**config.mk**
```make
export PLATFORM = sky130hd
export DESIGN_NAME = calclk_top
export DESIGN_NICKNAME = d
export VERILOG_FILES = /design/src/rtl/calclk_pkg.sv /design/src/rtl/calclk_field.sv /design/src/rtl/calclk_counter.sv /design/src/rtl/calclk_ctrl.sv /design/src/rtl/calclk_shadow.sv /design/src/rtl/calclk_top.sv
export SDC_FILE = /design/constraint.sdc
export NUM_CORES = 1
export LEC_CHECK = 0
export ABC_AREA = 1
export BUFFER_PORTS_ARGS = -buffer_cell sky130_fd_sc_hd__buf_2
export CAP_MARGIN = 20
export CORE_MARGIN = 5
export CORE_UTILIZATION = 30
export CTS_CLUSTER_SIZE = 16
export DETAILED_ROUTE_END_ITERATION = 12
export PLACE_DENSITY = 0.45
export SLEW_MARGIN = 20
export SYNTH_ARGS = -nofsm -noshare
export SYNTH_HDL_FRONTEND = slang
export SYNTH_SLANG_ARGS = --single-unit
export TNS_END_PERCENT = 10
```
**constraint.sdc**
```tcl
create_clock -name clk -period 3.1 [get_ports clk]
set_clock_uncertainty 0.15 [all_clocks]
set_input_delay 0.465 -clock clk [delete_from_list [all_inputs] [get_ports clk]]
set_output_delay 0.465 -clock clk [all_outputs]
set_load 0.005 [all_outputs]
```
**src/rtl/calclk_pkg.sv**
```systemverilog
// Package calclk_pkg
// Shared widths, register addresses, the field bank type and BCD helpers for
// the calendar clock. Field index equals its register address.
package calclk_pkg;
    localparam int AW     = 8;
    localparam int DW     = 8;
    localparam int NFIELD = 7;

    localparam logic [AW-1:0] A_SEC  = 8'h00;
    localparam logic [AW-1:0] A_MIN  = 8'h01;
    localparam logic [AW-1:0] A_HR   = 8'h02;
    localparam logic [AW-1:0] A_DAY  = 8'h03;
    localparam logic [AW-1:0] A_MON  = 8'h04;
    localparam logic [AW-1:0] A_YR   = 8'h05;
    localparam logic [AW-1:0] A_WDAY = 8'h06;
    localparam logic [AW-1:0] A_CTRL = 8'h10;
    localparam logic [AW-1:0] A_STAT = 8'h11;

    typedef logic [DW-1:0] byte_t;
    typedef logic [NFIELD-1:0][DW-1:0] tm_t;

    // Storage mask per field index.
    function automatic byte_t f_mask(input int idx);
        case (idx)
            0, 1:    return 8'h7F;
            2, 3:    return 8'h3F;
            4:       return 8'h1F;
            6:       return 8'h07;
            default: return 8'hFF;
        endcase
    endfunction

    // Value a field takes at reset and after it wraps.
    function automatic byte_t f_floor(input int idx);
        case (idx)
            3, 4, 6: return 8'h01;
            default: return 8'h00;
        endcase
    endfunction

    // Next BCD value of a two-digit counter.
    function automatic byte_t bcd_inc(input byte_t v);
        if (v[3:0] == 4'd9) return {v[7:4] + 4'd1, 4'd0};
        return {v[7:4], v[3:0] + 4'd1};
    endfunction

    // Last day (BCD) of a BCD month in a BCD two-digit year.
    function automatic byte_t month_len(input byte_t mon, input byte_t yr);
        int ybin;
        ybin = int'(yr[7:4]) * 10 + int'(yr[3:0]);
        case (mon)
            8'h02:                      return (ybin % 4 == 0) ? 8'h29 : 8'h28;
            8'h04, 8'h06, 8'h09, 8'h11: return 8'h30;
            default:                    return 8'h31;
        endcase
    endfunction
endpackage

```
**src/rtl/calclk_field.sv**
```systemverilog
// Module calclk_field
// One BCD time field. It loads a masked value, or steps and wraps to its floor
// when a step arrives while it sits at its terminal value.
// Assumes load and step are never active together (load only while frozen).
module calclk_field
    import calclk_pkg::*;
#(
    parameter byte_t MASK  = 8'hFF,
    parameter byte_t FLOOR = 8'h00
) (
    input  logic  clk,
    input  logic  rst_n,
    input  logic  step,
    input  logic  load,
    input  byte_t wrap_at,
    input  byte_t load_val,
    output byte_t value,
    output logic  carry
);
    // Carry out when stepping from the terminal value.
    always_comb carry = step && (value == wrap_at);

    // Field register: load, wrap or increment.
    always_ff @(posedge clk) begin
        if (!rst_n)      value <= FLOOR;
        else if (load)   value <= load_val & MASK;
        else if (carry)  value <= FLOOR;
        else if (step)   value <= bcd_inc(value);
    end

    // stepping past the terminal value lands on the floor.
    a_r5_wrap_to_floor: assert property (@(posedge clk) disable iff (!rst_n)
        (carry && !load) |=> (value == FLOOR));

    // no step and no load leaves the field unchanged.
    a_r3_idle_hold: assert property (@(posedge clk) disable iff (!rst_n)
        (!step && !load) |=> $stable(value));
endmodule

```
**src/rtl/calclk_counter.sv**
```systemverilog
// Module calclk_counter
// Bank of seven BCD fields linked by a carry chain: sec -> min -> hour ->
// (day, weekday); day -> month -> year. Day terminal follows month and leap year.
// Assumes tick_ok is a single-cycle pulse and load_en is one-hot or zero.
module calclk_counter
    import calclk_pkg::*;
(
    input  logic              clk,
    input  logic              rst_n,
    input  logic              tick_ok,
    input  logic [NFIELD-1:0] load_en,
    input  byte_t             load_val,
    output tm_t               live
);
    logic [NFIELD-1:0] step;
    logic [NFIELD-1:0] carry;
    tm_t               wrap;

    // Carry routing between fields.
    always_comb begin
        step[0] = tick_ok;
        step[1] = carry[0];
        step[2] = carry[1];
        step[3] = carry[2];
        step[4] = carry[3];
        step[5] = carry[4];
        step[6] = carry[2];
    end

    // Terminal value of each field.
    always_comb begin
        wrap[0] = 8'h59;
        wrap[1] = 8'h59;
        wrap[2] = 8'h23;
        wrap[3] = month_len(live[4], live[5]);
        wrap[4] = 8'h12;
        wrap[5] = 8'h99;
        wrap[6] = 8'h07;
    end

    for (genvar g = 0; g < NFIELD; g++) begin : g_fld
        calclk_field #(
            .MASK (f_mask(g)),
            .FLOOR(f_floor(g))
        ) u_fld (
            .clk     (clk),
            .rst_n   (rst_n),
            .step    (step[g]),
            .load    (load_en[g]),
            .wrap_at (wrap[g]),
            .load_val(load_val),
            .value   (live[g]),
            .carry   (carry[g])
        );
    end

    // year 99 rolls to 00.
    a_r6_year_wrap: assert property (@(posedge clk) disable iff (!rst_n)
        carry[5] |=> (live[5] == 8'h00));

    // weekday 7 rolls to 1.
    a_r5_wday_wrap: assert property (@(posedge clk) disable iff (!rst_n)
        carry[6] |=> (live[6] == 8'h01));
endmodule

```
**src/rtl/calclk_ctrl.sv**
```systemverilog
// Module calclk_ctrl
// Control bits (run, snapshot, read-select), snapshot edge detect and the
// sticky tick status flag. Assumes the write strobe is already address-decoded.
module calclk_ctrl (
    input  logic clk,
    input  logic rst_n,
    input  logic wr_ctrl,
    input  logic new_run,
    input  logic new_snap,
    input  logic new_rsel,
    input  logic rd_stat,
    input  logic tick,
    output logic run,
    output logic snap_bit,
    output logic rsel,
    output logic snap_pulse,
    output logic tick_ok,
    output logic stat_flag
);
    // Snapshot fires only on a written 0-to-1 of the snapshot bit.
    always_comb snap_pulse = wr_ctrl && new_snap && !snap_bit;

    // Ticks count only while running.
    always_comb tick_ok = tick && run;

    // Control register bits.
    always_ff @(posedge clk) begin
        if (!rst_n) begin
            run      <= 1'b1;
            snap_bit <= 1'b0;
            rsel     <= 1'b0;
        end else if (wr_ctrl) begin
            run      <= new_run;
            snap_bit <= new_snap;
            rsel     <= new_rsel;
        end
    end

    // Sticky status flag; a counted tick wins over a clearing read.
    always_ff @(posedge clk) begin
        if (!rst_n)       stat_flag <= 1'b0;
        else if (tick_ok) stat_flag <= 1'b1;
        else if (rd_stat) stat_flag <= 1'b0;
    end

    // a snapshot never repeats on the following cycle.
    a_r7_one_shot: assert property (@(posedge clk) disable iff (!rst_n)
        snap_pulse |=> !snap_pulse);

    // a counted tick leaves the flag set.
    a_r9_sticky_set: assert property (@(posedge clk) disable iff (!rst_n)
        tick_ok |=> stat_flag);

    // a status read without a tick clears the flag.
    a_r9_read_clear: assert property (@(posedge clk) disable iff (!rst_n)
        (rd_stat && !tick_ok) |=> !stat_flag);
endmodule

```
**src/rtl/calclk_shadow.sv**
```systemverilog
// Module calclk_shadow
// Shadow bank: takes a copy of the whole live field bank on a capture pulse
// and holds it otherwise.
module calclk_shadow
    import calclk_pkg::*;
(
    input  logic clk,
    input  logic rst_n,
    input  logic cap,
    input  tm_t  d,
    output tm_t  q
);
    // Capture register.
    always_ff @(posedge clk) begin
        if (!rst_n)   q <= '0;
        else if (cap) q <= d;
    end

    // without a capture the shadow bank does not move.
    a_r7_shadow_hold: assert property (@(posedge clk) disable iff (!rst_n)
        !cap |=> $stable(q));
endmodule

```
**src/rtl/calclk_top.sv**
```systemverilog
// Module calclk_top
// Calendar clock register block: address decode, write gating while frozen,
// read mux between live, shadow, control and status.
// Assumes tick is a one-cycle pulse per second, synchronous to clk.
module calclk_top
    import calclk_pkg::*;
(
    input  logic          clk,
    input  logic          rst_n,
    input  logic          tick,
    input  logic          wr_en,
    input  logic          rd_en,
    input  logic [AW-1:0] addr,
    input  logic [DW-1:0] wdata,
    output logic [DW-1:0] rdata
);
    logic              run, snap_bit, rsel, snap_pulse, tick_ok, stat_flag;
    logic              wr_ctrl, rd_stat;
    logic [NFIELD-1:0] load_en;
    tm_t               live, shadow;

    // Strobe decode for control write and status read.
    always_comb begin
        wr_ctrl = wr_en && (addr == A_CTRL);
        rd_stat = rd_en && (addr == A_STAT);
    end

    // Field loads are allowed only while frozen.
    always_comb begin
        for (int i = 0; i < NFIELD; i++)
            load_en[i] = wr_en && !run && (addr == AW'(i));
    end

    calclk_ctrl u_ctrl (
        .clk       (clk),
        .rst_n     (rst_n),
        .wr_ctrl   (wr_ctrl),
        .new_run   (wdata[0]),
        .new_snap  (wdata[6]),
        .new_rsel  (wdata[7]),
        .rd_stat   (rd_stat),
        .tick      (tick),
        .run       (run),
        .snap_bit  (snap_bit),
        .rsel      (rsel),
        .snap_pulse(snap_pulse),
        .tick_ok   (tick_ok),
        .stat_flag (stat_flag)
    );

    calclk_counter u_cnt (
        .clk     (clk),
        .rst_n   (rst_n),
        .tick_ok (tick_ok),
        .load_en (load_en),
        .load_val(wdata),
        .live    (live)
    );

    calclk_shadow u_shd (
        .clk  (clk),
        .rst_n(rst_n),
        .cap  (snap_pulse),
        .d    (live),
        .q    (shadow)
    );

    // Read data multiplexer.
    always_comb begin
        rdata = '0;
        for (int i = 0; i < NFIELD; i++)
            if (addr == AW'(i)) rdata = rsel ? shadow[i] : live[i];
        if (addr == A_CTRL) rdata = {rsel, snap_bit, 5'b0, run};
        if (addr == A_STAT) rdata = {7'b0, stat_flag};
    end

    // while frozen, seconds move only by a direct write.
    a_r3_frozen_hold: assert property (@(posedge clk) disable iff (!rst_n)
        (!run && !(wr_en && addr == A_SEC)) |=> $stable(live[0]));

    // a minutes write while running, with no tick, changes nothing.
    a_r4_running_write_blocked: assert property (@(posedge clk) disable iff (!rst_n)
        (run && !tick && wr_en && addr == A_MIN) |=> $stable(live[1]));

    // the shadow bank holds the live bank as it stood at the snapshot edge.
    a_r7_capture: assert property (@(posedge clk) disable iff (!rst_n)
        snap_pulse |=> (shadow == $past(live)));
endmodule

```
==> out/metrics.csv, run 1 <==
stage;metric;value;unit
outcome;status;complete, no violations;
clocking;cts_tree;built;
routing;routed_wl;22900;µm
clocking;numCtsBuffers;17;
timing;maxSlewViolCount;0;
yosys;synth_adder_area_share;4.28;%
routing;first_pass_iters;5;
placement;post-dp-hpwl;16800;µm
yosys;yosysSeqAreaShare;33.1;%
clocking;cts_root_buf;clkbuf_16;
routing;drc;0;
yosys;synth_cell_types;47;
worst_setup_path;slowest_stage;dfxtp_4;
worst_setup_path;crit_type;reg2out;
clocking;clkSinkCount;116;
clocking;cts_max_level;4;
global_route;grt_usage;17.7;%
yosys;ys.flop_type;dfxtp_1;
yosys;synth_compound_area_share;21.9;%
yosys;yosys_warnings;0;
floorplanning;fp.coreArea;23300;µm²
floorplanning;die_w;163;µm
yosys;synthMuxAreaShare;0;%
global_route;grt_first_pass_wirelength;36100;µm
global_route;antenna_found_initial;0;
power_and_ir_drop;power_frac_clock;56.1;%
layout;fin_nets;1138;
floorplanning;initial_core_util;30.1;%
layout;final_common_cell;nand2_1;
power_and_ir_drop;internal_power;2.89;mW
floorplanning;die_h;163;µm
worst_setup_path;worstPathRequired;2.48;ns
worst_setup_path;startpoint_type;flip-flop;
timing;hold_viol_final;0;
placement;numPortBuffers;28;
power_and_ir_drop;power.density;456;nW/µm²
yosys;synth_top_family_by_area;simple AND/OR/NAND/NOR gates;
timing;fin_crit_sh;96.2;%
yosys;syn_area;7010;µm²
layout;finalNonFillerCells;1424;
global_route;grt_pass1_vias;6341;
timing;tightest_slew;0.561;ns
power_and_ir_drop;sw_frac_of_total;22.6;%
run;cap_violations;0;
clocking;path_clk_slew;0.06;ns
yosys;async_flop_share;0;%
yosys;synth-seq-cells;116;
placement;dpl.cell_count;1393;
layout;drive_gt1_share;11.1;%
clocking;ctsHoldBuffers;0;
routing;via_per_inst;4.83;
floorplanning;ios;29;
clocking;clkLatencyLatePin;0.43;ns
timing;rsz0062_at_grt;false;
layout;fillers;2667;
yosys;syn_avg_cell_area;6.61;µm²
yosys;synthXorXnorAreaFrac;2.25;%
floorplanning;die_area;26500;µm²
worst_setup_path;cpPeakStageDelay;0.48;ns
timing;setup_viol;0;
floorplanning;fp-row-count;56;
power_and_ir_drop;seq_power_share;40.2;%
timing;slew_headroom;62.6;%
worst_setup_path;path_cells;buf_12 -> inv_1 -> o211ai_1 -> o221ai_1 -> o22ai_1 -> nand4_1 -> buf_2;
layout;final_cell_mix;187 x nand2_1, 157 x inv_1, 125 x nor2_1, 115 x o21ai_0, 115 x dfxtp_1;
yosys;synth_simple_gate_area_share;26.7;%
power_and_ir_drop;power_frac_comb;3.7;%
global_route;grt.overflow.total;0;
yosys;synthCells;1061;
worst_setup_path;crit_path_end_kind;output pin;
power_and_ir_drop;vdd.ir_drop.worst;0.253;mV
timing;period_minus_slack;2.98;ns
timing;setup_tns;0;ns
placement;place.gp.congestion;0.848;
layout;insertedDiodeCount;0;
yosys;synth_edf_count;0;
yosys;synth_nets;1106;
clocking;clk_path_buf_depth;2;
routing;ant_nets;0;
global_route;grt_max_degree;70;
power_and_ir_drop;leakage;3.26;nW
routing;wl_per_cell;16.1;µm
timing;max_freq;335;MHz
routing;vias;6873;
worst_setup_path;path_max_fanout;69;
layout;synthToLayoutAreaGrowth;16.7;%
routing;drtIter0Drc;496;
worst_hold_path;hold_path.class;in2reg;
worst_setup_path;arrival;2.37;ns
power_and_ir_drop;p_switching;0.842;mW
==> path summary, 6_finish.rpt <==
kind                            cells after the start                       endpoint                           from  slack [ns]
worst max register to register                     13  u_cnt.g_fld[5].u_fld.value[4]  u_cnt.g_fld[0].u_fld.value[1]        0.50
worst min register to register                      2                    u_shd.q[49]                    u_shd.q[49]        0.30
worst min-delay path                                4               u_ctrl.stat_flag                          rd_en        0.16
worst max-delay path                                7                       rdata[6]                    u_ctrl.rsel        0.12
==> through the flow <==
stage	util (%)	setup slack [ns]	hold WS [ns]	instance area (µm²)	power (mW)
finish	35.2	0.119	0.161	8180	3.73
global route	35.2	0.00858	0.183	8180	3.86
CTS	35.2	0.116	0.145	8180	3.79
detailed placement	32.6	0.242	0.294	7570	1.67
global placement	32.6	0.264	0.290	7570	1.67
floorplan	-	0.815	0.274	7010	1.60
==> timing repair <==
item / CTS / global route
setup endpoints to repair: 1 / 0
resized for setup: 1 / 0
setup buffers: 0 / 0
==> metal layers <==
layer,global-route usage (%),wire [µm],up-vias
met1,24.8,11200,3177
met3,3.49,1010,29
met2,27.0,10100,125
met4,6.25,545,0
met5,0,0,-
li1,-,-,3542
==> Yosys cell counts, types with 4 or more instances <==
library cell	count	area share, %
nand2_1	187	10
inv_1	157	8.4
nor2_1	125	6.7
dfxtp_1	116	33
o21ai_0	115	8.2
a21oi_1	95	6.8
nand3_1	44	3.1
o211ai_1	27	2.9
clkbuf_1	26	1.4
ha_1	24	4.3
xor2_1	15	1.9
nand4_1	14	1.2
nor3_1	13	0.93
nor2_2	11	0.98
inv_2	10	0.54
o22ai_1	10	0.89
a31oi_1	8	0.71
buf_6	7	1.1
nor2_4	6	0.96
o2111ai_1	5	0.62
nand2_2	4	0.36
==> power groups by stage <==
stage	Combinational [mW]	Clock [mW]	Sequential, mW
floorplan	0.0707	0	1.53
detailed placement	0.138	0	1.53
global route	0.151	2.21	1.50
finish	0.137	2.09	1.50
global placement	0.139	0	1.53
CTS	0.138	2.15	1.50
==> critical path, delay by kind of cell (launching register included) <==
kind,cells,cell delay [ns]
flops,1,0.48
simple gates,1,0.21
compound gates,3,0.58
buf+inv,3,0.67
==> layout make-up <==
cell class / count / area, µm² / area share (%)
sequential: 116 / 2330 / 28.4
timing repair buffer: 50 / 355 / 4.34
multi-input combinational: 740 / 3860 / 47.2
tap: 319 / 399 / 4.88
clock inverter: 10 / 156 / 1.91
inverter: 168 / 631 / 7.71
clock buffer: 21 / 450 / 5.50
==> sequential cells by signal, indices dropped and copies added (netlist names) <==
signal and cells:
u_cnt.g_fld.u_fld.value 56, u_ctrl.rsel 1, u_ctrl.run 1, u_ctrl.snap_bit 1, u_ctrl.stat_flag 1, u_shd.q 56
==> logic make-up (layout without fill, tap and decap cells) <==
| logic type | Yosys count | count (layout) |
|---|---|---|
| compound gates | 276 | 276 |
| flops | 116 | 116 |
| fa+ha+maj | 24 | 24 |
| simple gates | 422 | 422 |
| buf+inv | 205 | 249 |
| xor+xnor | 18 | 18 |
Power figures use the tool's default switching activity.
==> run 2: changes to the inputs <==
--- a/config.mk
+++ b/config.mk
@@ -13,6 +13,7 @@
 export CTS_CLUSTER_SIZE = 16
 export DETAILED_ROUTE_END_ITERATION = 12
 export PLACE_DENSITY = 0.45
+export SETUP_SLACK_MARGIN = 0.4
 export SLEW_MARGIN = 20
 export SYNTH_ARGS = -nofsm -noshare
 export SYNTH_HDL_FRONTEND = slang
==> run 2 against run 1 <==
Effect of this change:
- maximum frequency rose by 8.6%
- global-route usage grew 0.48 points
- sequential power hardly changed
- utilization up 2.4 points
- total power is 0.51% higher
- combinational power increased by 8%
- cell area up 6.9%
- wire length is 7.2% higher
- sequential share of layout area shrank 1.8 points
- final cell count grew 1.8%
- flip-flop and latch count did not move
- worst hold slack got worse by 0.0011 ns
- critical endpoint unchanged
- highest routed layer unchanged
==> out/metrics.csv, run 2 (synthesized netlist as in run 1, its figures left out) <==
stage;metric;value;unit;change
placement;post-dp-hpwl;16800;µm;unchanged
routing;routed_wl;24500;µm;+7.2%
placement;place_area;7570;µm²;unchanged
worst_setup_path;critical_path.startpoint;u_ctrl.rsel;;
floorplanning;initial_core_util;30.1;%;unchanged
power_and_ir_drop;power.density;429;nW/µm²;-6.0%
clocking;cts_max_level;4;;unchanged
worst_setup_path;rr_endpoint;u_cnt.g_fld[3].u_fld.value[0];;
timing;period_minus_slack;2.74;ns;-0.237 ns
power_and_ir_drop;vdd.ir_drop.worst;0.255;mV;+0.74%
global_route;grt_first_pass_wirelength;36900;µm;+2.1%
placement;place.gp.congestion;0.848;;unchanged
layout;synthToLayoutAreaGrowth;24.7;%;
timing;tightest_slew;0.564;ns;+0.00262 ns
layout;largest_registers;u_cnt.g_fld.u_fld.value x56, u_shd.q x56;;
layout;fin_nets;1163;;+2.2%
routing;vias;7052;;+2.6%
layout;drive_gt1_share;15.9;%;+4.8 points
routing;via_per_inst;4.87;;+0.83%
routing;drtIter0Drc;472;;-4.8%
timing;fin_crit_sh;88.5;%;-7.6 points
power_and_ir_drop;leakage;3.49;nW;+6.8%
worst_setup_path;path_max_fanout;9;;-87%
layout;final_common_cell;nand2_1;;
clocking;path_clk_slew;0.06;ns;about the same
clocking;ctsHoldBuffers;0;;unchanged
floorplanning;fp.coreArea;23300;µm²;unchanged
layout;final_cell_mix;183 x nand2_1, 154 x inv_1, 122 x nor2_1, 115 x dfxtp_1, 92 x o21ai_0;;
global_route;grt_pass1_vias;6418;;+1.2%
worst_setup_path;ff2ff_path_depth;14;;+1
worst_setup_path;worstPathRequired;2.48;ns;about the same
routing;wl_per_cell;16.9;µm;+5.3%
floorplanning;fp-row-count;56;;unchanged
power_and_ir_drop;sw_frac_of_total;22.8;%;+0.25 points
timing;slew_headroom;62.4;%;-0.17 points
power_and_ir_drop;power_frac_clock;56.0;%;about the same
worst_setup_path;crit_end;rdata[6];;
worst_setup_path;arrival;2.13;ns;-0.24 ns
outcome;status;complete, no violations;;
timing;hold_viol_final;0;;unchanged
clocking;numCtsBuffers;17;;unchanged
clocking;clkLatencyLatePin;0.43;ns;about the same
power_and_ir_drop;p_switching;0.855;mW;+1.6%
layout;finalNonFillerCells;1449;;+1.8%
run;cap_violations;0;;unchanged
power_and_ir_drop;seq_power_share;40.0;%;-0.2 points
global_route;grt_max_degree;66;;-5.7%
timing;setup_viol;0;;unchanged
worst_setup_path;crit_path_end_kind;output pin;;
floorplanning;ios;29;;unchanged
global_route;antenna_found_initial;0;;unchanged
clocking;cts_tree;built;;
floorplanning;die_h;163;µm;unchanged
power_and_ir_drop;fin_total_pwr;3.75;mW;+0.51%
timing;maxSlewViolCount;0;;unchanged
power_and_ir_drop;power_frac_comb;4.0;%;+0.3 points
worst_hold_path;hold_path.class;in2reg;;
placement;dpl.cell_count;1393;;unchanged
floorplanning;die_w;163;µm;unchanged
routing;drc;0;;unchanged
worst_setup_path;startpoint_type;flip-flop;;
routing;ant_nets;0;;unchanged
clocking;cts_root_buf;clkbuf_16;;
global_route;grt_usage;18.1;%;+0.48 points
timing;max_freq;364;MHz;+8.6%
worst_setup_path;rrSetupSlack;0.61;ns;+0.11 ns
power_and_ir_drop;internal_power;2.90;mW;+0.20%
layout;fin_area;8750;µm²;+6.9%
worst_setup_path;crit_type;reg2out;;
routing;first_pass_iters;5;;unchanged
timing;setup_tns;0;ns;unchanged
floorplanning;die_area;26500;µm²;unchanged
timing;rsz0062_at_grt;true;;
clocking;clk_path_buf_depth;2;;unchanged
placement;numPortBuffers;28;;unchanged
worst_setup_path;reg2reg_from;u_cnt.g_fld[0].u_fld.value[1];;
clocking;clkSinkCount;116;;unchanged
global_route;grt.overflow.total;0;;unchanged
layout;insertedDiodeCount;0;;unchanged
run 2: cell types whose count changed in the layout (fill, tap and decap cells not counted), sizes merged:
cell    change
buf        +18
nor2        +1
clkbuf      +6
run 2: metrics by stage:
| step | setup slack [ns] | utilization, % | hold slack [ns] |
|---|---|---|---|
| 2_1_floorplan | 0.815 | - | 0.274 |
| 3_3_place_gp | 0.264 | 32.6 | 0.290 |
| 3_5_place_dp | 0.242 | 32.6 | 0.294 |
| 4_1_cts | 0.354 | 35.7 | 0.145 |
| 5_1_grt | 0.266 | 37.6 | 0.181 |
| 6_report | 0.356 | 37.6 | 0.160 |
run 2: worst min-delay path by stage:
stage,from,to,slack [ns],depth (start not counted)
after floorplan,u_shd.q[49],u_shd.q[49],0.27,2
after global placement,u_shd.q[42],u_shd.q[42],0.29,2
after detailed placement,u_shd.q[49],u_shd.q[49],0.29,2
after CTS,rd_en,u_ctrl.stat_flag,0.14,4
after global routing,rd_en,u_ctrl.stat_flag,0.18,4
final,rd_en,u_ctrl.stat_flag,0.16,4
run 2: metal layers:
metal | GRT usage, % | share of wire (%)
met5 | 0 | 0
met2 | 27.8 | 44
met3 | 3.57 | 4.6
met1 | 25.4 | 49
met4 | 6.52 | 2.4
run 2: critical path, cell delays in order, from the launching register on:
cell	delay, ns
dfxtp_4	0.38
buf_8	0.15
buf_12	0.13
buf_16	0.14
nand2_1	0.05
o21ai_0	0.20
o22ai_1	0.24
nand4_1	0.21
buf_2	0.20
run 2: power groups by stage:
| stage | Sequential (mW) | Combinational (mW) | Clock [mW] |
|---|---|---|---|
| 2_1_floorplan | 1.53 | 0.0707 | 0 |
| 3_3_place_gp | 1.53 | 0.139 | 0 |
| 3_5_place_dp | 1.53 | 0.138 | 0 |
| 4_1_cts | 1.50 | 0.140 | 2.15 |
| 5_1_grt | 1.50 | 0.162 | 2.21 |
| 6_report | 1.50 | 0.148 | 2.10 |
run 2: layout make-up:
cell class / instances / area, µm²
Timing Repair Buffer: 74 / 766
Clock buffer: 21 / 450
Multi-Input combinational cell: 741 / 4020
Sequential cell: 116 / 2330
Clock inverter: 10 / 156
Tap cell: 319 / 399
Fill cell: 2635 / 14500
Inverter: 168 / 636
run 2: what timing repair did:
item                                    4_1_cts  5_1_grt
gates resized for setup                      14       66
setup buffers                                 3       13
cloned                                        2        7
pin swaps                                     2       21
endpoints found under the setup margin        8       26
endpoints found under the hold margin         0        0
